--- src/rtl/gpio_irq_pkg.sv ---
package gpio_irq_pkg;

   // Register selected by a byte address on the register port.
   typedef enum logic [2:0] {
      SEL_ENABLE = 3'd0,
      SEL_TRIG_A = 3'd1,
      SEL_TRIG_B = 3'd2,
      SEL_TRIG_C = 3'd3,
      SEL_STATUS = 3'd4,
      SEL_NONE   = 3'd7
   } reg_sel_e;

   // Trigger condition of one pin, decoded from its three mask bits.
   typedef enum logic [2:0] {
      TRIG_FALL = 3'd0,
      TRIG_RISE = 3'd1,
      TRIG_ANY  = 3'd2,
      TRIG_LOW  = 3'd3,
      TRIG_HIGH = 3'd4
   } trig_e;

   localparam int unsigned DEC_W = 12;

   function automatic reg_sel_e sel_of(input logic [DEC_W-1:0] byte_addr);
      case (byte_addr)
         12'h000: return SEL_ENABLE;
         12'h004: return SEL_TRIG_A;
         12'h008: return SEL_TRIG_B;
         12'h00C: return SEL_TRIG_C;
         12'h010: return SEL_STATUS;
         default: return SEL_NONE;
      endcase
   endfunction

   // Mask B dominates (level), then mask C (any edge), then mask A picks polarity.
   function automatic trig_e trig_of(input logic a, input logic b, input logic c);
      if (b)
         return a ? TRIG_HIGH : TRIG_LOW;
      else if (c)
         return TRIG_ANY;
      else
         return a ? TRIG_RISE : TRIG_FALL;
   endfunction

endpackage

--- src/rtl/gpio_irq_regs.sv ---
module gpio_irq_regs
   import gpio_irq_pkg::*;
#(
   parameter int unsigned NPINS  = 32,
   parameter int unsigned ADDR_W = 5,
   parameter int unsigned DATA_W = 32
) (
   input  logic              clk,
   input  logic              rst_n,
   input  logic              wr_en,
   input  logic [ADDR_W-1:0] wr_addr,
   input  logic [DATA_W-1:0] wr_data,
   input  logic [ADDR_W-1:0] rd_addr,
   input  logic [NPINS-1:0]  status_i,
   output logic [DATA_W-1:0] rd_data,
   output logic [NPINS-1:0]  en_q,
   output logic [NPINS-1:0]  trig_a_q,
   output logic [NPINS-1:0]  trig_b_q,
   output logic [NPINS-1:0]  trig_c_q,
   output logic [NPINS-1:0]  clr_mask
);

   localparam int unsigned PAD_W = DATA_W - NPINS;

   reg_sel_e         wsel;
   reg_sel_e         rsel;
   logic [NPINS-1:0] wbits;
   logic [NPINS-1:0] rbits;

   assign wsel  = sel_of(DEC_W'(wr_addr));
   assign rsel  = sel_of(DEC_W'(rd_addr));
   assign wbits = wr_data[NPINS-1:0];

   // Status is write-one-to-clear: a write there only produces a clear mask.
   assign clr_mask = (wr_en && (wsel == SEL_STATUS)) ? wbits : '0;

   always_ff @(posedge clk or negedge rst_n) begin
      if (!rst_n) begin
         en_q     <= '0;
         trig_a_q <= '0;
         trig_b_q <= '0;
         trig_c_q <= '0;
      end else if (wr_en) begin
         case (wsel)
            SEL_ENABLE: en_q     <= wbits;
            SEL_TRIG_A: trig_a_q <= wbits;
            SEL_TRIG_B: trig_b_q <= wbits;
            SEL_TRIG_C: trig_c_q <= wbits;
            default:    ;
         endcase
      end
   end

   always_comb begin
      case (rsel)
         SEL_ENABLE: rbits = en_q;
         SEL_TRIG_A: rbits = trig_a_q;
         SEL_TRIG_B: rbits = trig_b_q;
         SEL_TRIG_C: rbits = trig_c_q;
         SEL_STATUS: rbits = status_i;
         default:    rbits = '0;
      endcase
   end

   generate
      if (PAD_W == 0) begin : g_rd_full
         assign rd_data = rbits;
      end else begin : g_rd_pad
         assign rd_data = {{PAD_W{1'b0}}, rbits};
      end
   endgenerate

endmodule

--- src/rtl/gpio_irq_detect.sv ---
module gpio_irq_detect
   import gpio_irq_pkg::*;
#(
   parameter int unsigned NPINS = 32
) (
   input  logic             clk,
   input  logic             rst_n,
   input  logic [NPINS-1:0] pin_in,
   input  logic [NPINS-1:0] trig_a,
   input  logic [NPINS-1:0] trig_b,
   input  logic [NPINS-1:0] trig_c,
   output logic [NPINS-1:0] prev_q,
   output logic [NPINS-1:0] hit
);

   // Previous sample of every pin; edges are found against it.
   always_ff @(posedge clk or negedge rst_n) begin
      if (!rst_n)
         prev_q <= '0;
      else
         prev_q <= pin_in;
   end

   generate
      for (genvar p = 0; p < NPINS; p++) begin : g_pin
         trig_e mode;
         logic  rose;
         logic  fell;

         assign mode = trig_of(trig_a[p], trig_b[p], trig_c[p]);
         assign rose = pin_in[p] & ~prev_q[p];
         assign fell = ~pin_in[p] & prev_q[p];

         always_comb begin
            case (mode)
               TRIG_FALL: hit[p] = fell;
               TRIG_RISE: hit[p] = rose;
               TRIG_ANY:  hit[p] = rose | fell;
               TRIG_LOW:  hit[p] = ~pin_in[p];
               TRIG_HIGH: hit[p] = pin_in[p];
               default:   hit[p] = 1'b0;
            endcase
         end
      end
   endgenerate

endmodule

--- src/rtl/gpio_irq_status.sv ---
module gpio_irq_status #(
   parameter int unsigned NPINS          = 32,
   parameter bit          IRQ_REGISTERED = 1'b0
) (
   input  logic             clk,
   input  logic             rst_n,
   input  logic [NPINS-1:0] hit,
   input  logic [NPINS-1:0] en,
   input  logic [NPINS-1:0] clr_mask,
   output logic [NPINS-1:0] status_q,
   output logic             irq
);

   logic [NPINS-1:0] status_d;
   logic             pending;

   // Set has priority over a simultaneous clear of the same bit.
   assign status_d = (status_q & ~clr_mask) | (hit & en);
   assign pending  = |(status_q & en);

   always_ff @(posedge clk or negedge rst_n) begin
      if (!rst_n)
         status_q <= '0;
      else
         status_q <= status_d;
   end

   generate
      if (IRQ_REGISTERED) begin : g_irq_reg
         logic irq_q;
         always_ff @(posedge clk or negedge rst_n) begin
            if (!rst_n)
               irq_q <= 1'b0;
            else
               irq_q <= pending;
         end
         assign irq = irq_q;
      end else begin : g_irq_comb
         assign irq = pending;
      end
   endgenerate

endmodule

--- src/rtl/gpio_irq_bank.sv ---
module gpio_irq_bank #(
   parameter int unsigned NPINS          = 32,
   parameter int unsigned ADDR_W         = 5,
   parameter int unsigned DATA_W         = 32,
   parameter bit          IRQ_REGISTERED = 1'b0
) (
   input  logic              clk,
   input  logic              rst_n,
   input  logic [NPINS-1:0]  pin_in,
   input  logic              wr_en,
   input  logic [ADDR_W-1:0] wr_addr,
   input  logic [DATA_W-1:0] wr_data,
   input  logic [ADDR_W-1:0] rd_addr,
   output logic [DATA_W-1:0] rd_data,
   output logic              irq
);

   generate
      if (NPINS < 1 || NPINS > DATA_W) begin : g_bad_npins
         $error("gpio_irq_bank: NPINS must lie in 1..DATA_W");
      end
      if (ADDR_W < 5 || ADDR_W > 12) begin : g_bad_addr
         $error("gpio_irq_bank: ADDR_W must lie in 5..12");
      end
   endgenerate

   logic [NPINS-1:0] en_q;
   logic [NPINS-1:0] trig_a_q;
   logic [NPINS-1:0] trig_b_q;
   logic [NPINS-1:0] trig_c_q;
   logic [NPINS-1:0] clr_mask;
   logic [NPINS-1:0] prev_q;
   logic [NPINS-1:0] hit;
   logic [NPINS-1:0] status_q;

   gpio_irq_regs #(
      .NPINS (NPINS),
      .ADDR_W(ADDR_W),
      .DATA_W(DATA_W)
   ) u_regs (
      .clk     (clk),
      .rst_n   (rst_n),
      .wr_en   (wr_en),
      .wr_addr (wr_addr),
      .wr_data (wr_data),
      .rd_addr (rd_addr),
      .status_i(status_q),
      .rd_data (rd_data),
      .en_q    (en_q),
      .trig_a_q(trig_a_q),
      .trig_b_q(trig_b_q),
      .trig_c_q(trig_c_q),
      .clr_mask(clr_mask)
   );

   gpio_irq_detect #(
      .NPINS(NPINS)
   ) u_detect (
      .clk   (clk),
      .rst_n (rst_n),
      .pin_in(pin_in),
      .trig_a(trig_a_q),
      .trig_b(trig_b_q),
      .trig_c(trig_c_q),
      .prev_q(prev_q),
      .hit   (hit)
   );

   gpio_irq_status #(
      .NPINS         (NPINS),
      .IRQ_REGISTERED(IRQ_REGISTERED)
   ) u_status (
      .clk     (clk),
      .rst_n   (rst_n),
      .hit     (hit),
      .en      (en_q),
      .clr_mask(clr_mask),
      .status_q(status_q),
      .irq     (irq)
   );

endmodule

--- config.mk ---
export PLATFORM = sky130hd
export DESIGN_NAME = gpio_irq_bank
export DESIGN_NICKNAME = d
export VERILOG_FILES = /design/src/rtl/gpio_irq_pkg.sv /design/src/rtl/gpio_irq_regs.sv /design/src/rtl/gpio_irq_detect.sv /design/src/rtl/gpio_irq_status.sv /design/src/rtl/gpio_irq_bank.sv
export SDC_FILE = /design/constraint.sdc
export NUM_CORES = 1
export LEC_CHECK = 0
export BUFFER_PORTS_ARGS = -buffer_cell sky130_fd_sc_hd__buf_2
export CORE_ASPECT_RATIO = 0.8
export CORE_MARGIN = 8
export CORE_UTILIZATION = 49
export CTS_CLUSTER_SIZE = 40
export DETAILED_ROUTE_END_ITERATION = 10
export PLACE_DENSITY = 0.68
export SLEW_MARGIN = 0
export SYNTH_ARGS = -nofsm -noshare
export SYNTH_HDL_FRONTEND = slang
export SYNTH_SLANG_ARGS = --single-unit
--- constraint.sdc ---
create_clock -name clk -period 2.6 [get_ports clk]
set_input_delay 0.52 -clock clk [delete_from_list [all_inputs] [get_ports clk]]
set_output_delay 0.52 -clock clk [all_outputs]
set_load 0.005 [all_outputs]
==> qor.yml <==
synthesis:
  postSynth.topFlopCell: "sky130_fd_sc_hd__dfrtp_1"
  post_synth_edffs: 0
  postSynthRegisterBits: 192
  post_synth_inst_count: 906
  synthesis.area_um2: 10640
  synth_async_sr_flop_share: 1.000
  synthesis.area_per_instance_um2: 11.74
  synth_sequential_area_ratio: 0.4517
  post_synth_num_cell_types: 34
  synth.yosys.warnings: 0
  syn-num-nets: 1047
floorplan:
  fp.dieH_um: 147.8
  floorplan.initialDensity: 0.4961
  die_width_um: 180.7
  core_um2: 21440
  core.rowCount: 48
  io_pins: 110
  fp.dieArea_um2: 26710
critical_path:
  start_kind: "input port"
  timing.critical_path.fanout_max: 31
  critical_path.cell_chain: "buf_2, or4b_1, buf_12, o32ai_1, a221o_1, buf_2"
  regToRegSetupSlack_ps: 1360
  cpMostUsedCell: "sky130_fd_sc_hd__buf_2"
  required_ps: 2080
  critical-path-max-stage-delay_ps: 580
  timing.critical_path.arrival_ps: 1990
  slowest_stage: "sky130_fd_sc_hd__or4b_1"
  worstSetupPathType: "input port to primary output"
  critPathCaptureType: "primary output"
route:
  drt-wirelength-per-cell_um: 20.51
  wirelength_um: 26780
  detail_route.drc_violations: 0
  total_via_count_after_detailed_routing: 7638
  viasPerCell: 5.848
  detail-route-antenna-nets: 0
  dr.first_iter.drc_count: 719
  firstDrtPassIters: 7
timing:
  min_period_ps: 2513
  post-route-period-util: 0.9667
  final-hold-violation-count: 0
  timing.final.ws_setup_ps: 86.59
  setup_viol: 0
  drv_slew: 0
  setup-tns-final_ps: 0
  worstMarginPinSlew_ps: 512.0
  rsz0062_at_grt: "false"
  clock-skew-final_ps: 7.678
  fmax_ghz: 0.3979
  slew-limit-headroom: 0.6587
cts:
  clock_path_buffers: 2
  tritoncts.num_buffers: 17
  cts_sinks: 192
  cts-hold-fix-buffers: 0
  cts_tree: "done"
  path_clk_slew_ps: 70
  cts.root.buffer_cell: "sky130_fd_sc_hd__clkbuf_16"
  clock_network_latency_to_the_later_pin_of_the_worst_skew_pair_ps: 430
  level_count_of_the_clock_h_tree: 4
final_layout:
  finalNetCount: 1157
  multi_input_comb_area_um2: 5253
  syn2layout_area_growth_pct: 14.75
  fin_cells: 1306
  drive_above_1_share: 0.2945
  area.sequential_um2: 4806
  filler_cell_count_in_the_final_layout: 1851
placed_design:
  io_buffer_count: 109
  place_inst: 1272
  post-dp-hpwl_um: 17890
  place_worst_setup_slack_ps: 112.3
  rd_place_congestion: 0.8094
grt:
  antenna_found_initial: 5
  grt.total_usage: 0.2035
  grt_pass1_vias: 7608
  grt_first_pass_wirelength_um: 43050
  grt-ovfl-total: 0
  maximum_number_of_pins_on_one_net_before_global_route_repair: 60
power:
  power_leakage_uw: 0.005981
  power_per_cell_area_nw_per_um2: 697.3
  peakVddDrop_mv: 0.4088
status:
  status: "finished, final reports clean"
min_path:
  min-delay-path-class: "input port to asynchronous set/reset pin"
run:
  drv_cap: 0
## sequential cells by signal (all words and copies together) (netlist names)
register and cells:
u_regs.en_q 32, u_detect.prev_q 32, u_regs.trig_b_q 32, u_regs.trig_c_q 32, u_regs.trig_a_q 32, u_status.status_q 32
## power breakdown
group / switching (uW) / internal, uW / total, uW
combinational: 714 / 900 / 1610
clock: 1240 / 1480 / 2720
sequential: 639 / 3530 / 4170
## synth_stat cells, drive strengths merged (2+ instances only)
| cell type | n | area [um^2] |
|---|---|---|
| nand4 | 4 | 25.02 |
| nand2 | 33 | 123.9 |
| mux2 | 128 | 1441 |
| or3 | 2 | 17.52 |
| and3b | 32 | 280.3 |
| clkbuf | 9 | 33.78 |
| inv | 96 | 360.4 |
| a221o | 31 | 310.3 |
| nor2 | 33 | 123.9 |
| buf | 31 | 220.2 |
| a21oi | 32 | 160.2 |
| nand3 | 32 | 160.2 |
| a22oi | 16 | 120.1 |
| ha | 64 | 800.8 |
| dfrtp | 192 | 4805 |
| a32o | 32 | 320.3 |
| mux2i | 63 | 630.6 |
| nand3b | 2 | 22.52 |
| xor2 | 32 | 280.3 |
| nor3b | 3 | 33.78 |
| o32ai | 31 | 271.5 |
## placed cells by master (no fill, tap or decap), types with 3 or more instances in the layout
| cell type | n |
|---|---|
| sky130_fd_sc_hd__a221o_1 | 31 |
| sky130_fd_sc_hd__ha_1 | 64 |
| sky130_fd_sc_hd__nor2_1 | 33 |
| sky130_fd_sc_hd__buf_4 | 13 |
| sky130_fd_sc_hd__nand3_1 | 32 |
| sky130_fd_sc_hd__inv_6 | 5 |
| sky130_fd_sc_hd__nand2_1 | 33 |
| sky130_fd_sc_hd__dfrtp_1 | 191 |
| sky130_fd_sc_hd__a21oi_1 | 32 |
| sky130_fd_sc_hd__inv_1 | 96 |
| sky130_fd_sc_hd__mux2i_1 | 63 |
| sky130_fd_sc_hd__a22oi_2 | 3 |
| sky130_fd_sc_hd__buf_2 | 108 |
| sky130_fd_sc_hd__and3b_1 | 32 |
| sky130_fd_sc_hd__xor2_1 | 32 |
| sky130_fd_sc_hd__a22oi_1 | 13 |
| sky130_fd_sc_hd__a32o_1 | 32 |
| sky130_fd_sc_hd__nand4_1 | 4 |
| sky130_fd_sc_hd__mux2_2 | 126 |
| sky130_fd_sc_hd__buf_12 | 9 |
| sky130_fd_sc_hd__o32ai_1 | 31 |
| sky130_fd_sc_hd__clkbuf_16 | 17 |
| sky130_fd_sc_hd__inv_8 | 3 |
## per-stage QoR
stage | hold WS [ps] | power, uW | utilization | area, um^2
4_1_cts | 69.97 | 8549 | 0.5686 | 12190
3_5_place_dp | 509.8 | 5810 | 0.5399 | 11570
5_1_grt | 87.12 | 8957 | 0.5693 | 12210
2_1_floorplan | 224.4 | 5159 | - | 10640
6_report | 56.26 | 8511 | 0.5693 | 12210
3_3_place_gp | 504.3 | 5754 | 0.5399 | 11570
## worst paths after layout
check / depth (start not counted) / from / endpoint
min in group clk: 1 / pin_in[16] / u_detect.prev_q[16]
max in group asynchronous: 2 / rst_n / u_regs.trig_a_q[17]
setup / recovery: 6 / rd_addr[4] / rd_data[18]
setup reg to reg: 4 / u_detect.prev_q[13] / u_status.status_q[13]
hold reg to reg: 1 / u_status.status_q[18] / u_status.status_q[18]
hold / removal: 1 / rst_n / u_detect.prev_q[30]
## layer usage
metal	global-route usage	vias to the layer above	wire length [um]
met4	0.05941	6	367
met3	0.04807	32	1709
met5	0	-	38
met2	0.3059	245	12050
met1	0.2882	3821	12620
li1	-	3534	-
## cells by family after synthesis
kind of cell,Yosys count,synth area share
mux,192,0.1969
flops,192,0.4517
simple gates,147,0.07999
compound gates,143,0.1120
buf+inv,136,0.05776
fa+ha+maj,64,0.07529
xor+xnor,32,0.02635
## area by class of cell
class	count	area share
Clock buffer	18	0.03598
Sequential cell	192	0.3937
Antenna cell	2	0.0004100
Tap cell	275	0.02819
Timing Repair Buffer	131	0.06817
Clock inverter	14	0.01363
Inverter	96	0.02952
Multi-Input combinational cell	578	0.4303
## critical path, delay by kind of cell
kind / cells / cell delay, ps
buffers and inverters: 3 / 480
AO/OA/AOI/OAI: 2 / 390
AND/OR/NAND/NOR: 1 / 580
## repair_timing
action / 4_1_cts / 5_1_grt
endpoints found under the setup margin: 1 / 1
pin swaps: 0 / 1
resized for setup: 2 / 3
setup buffers: 0 / 0
Power figures use the tool's default switching activity.
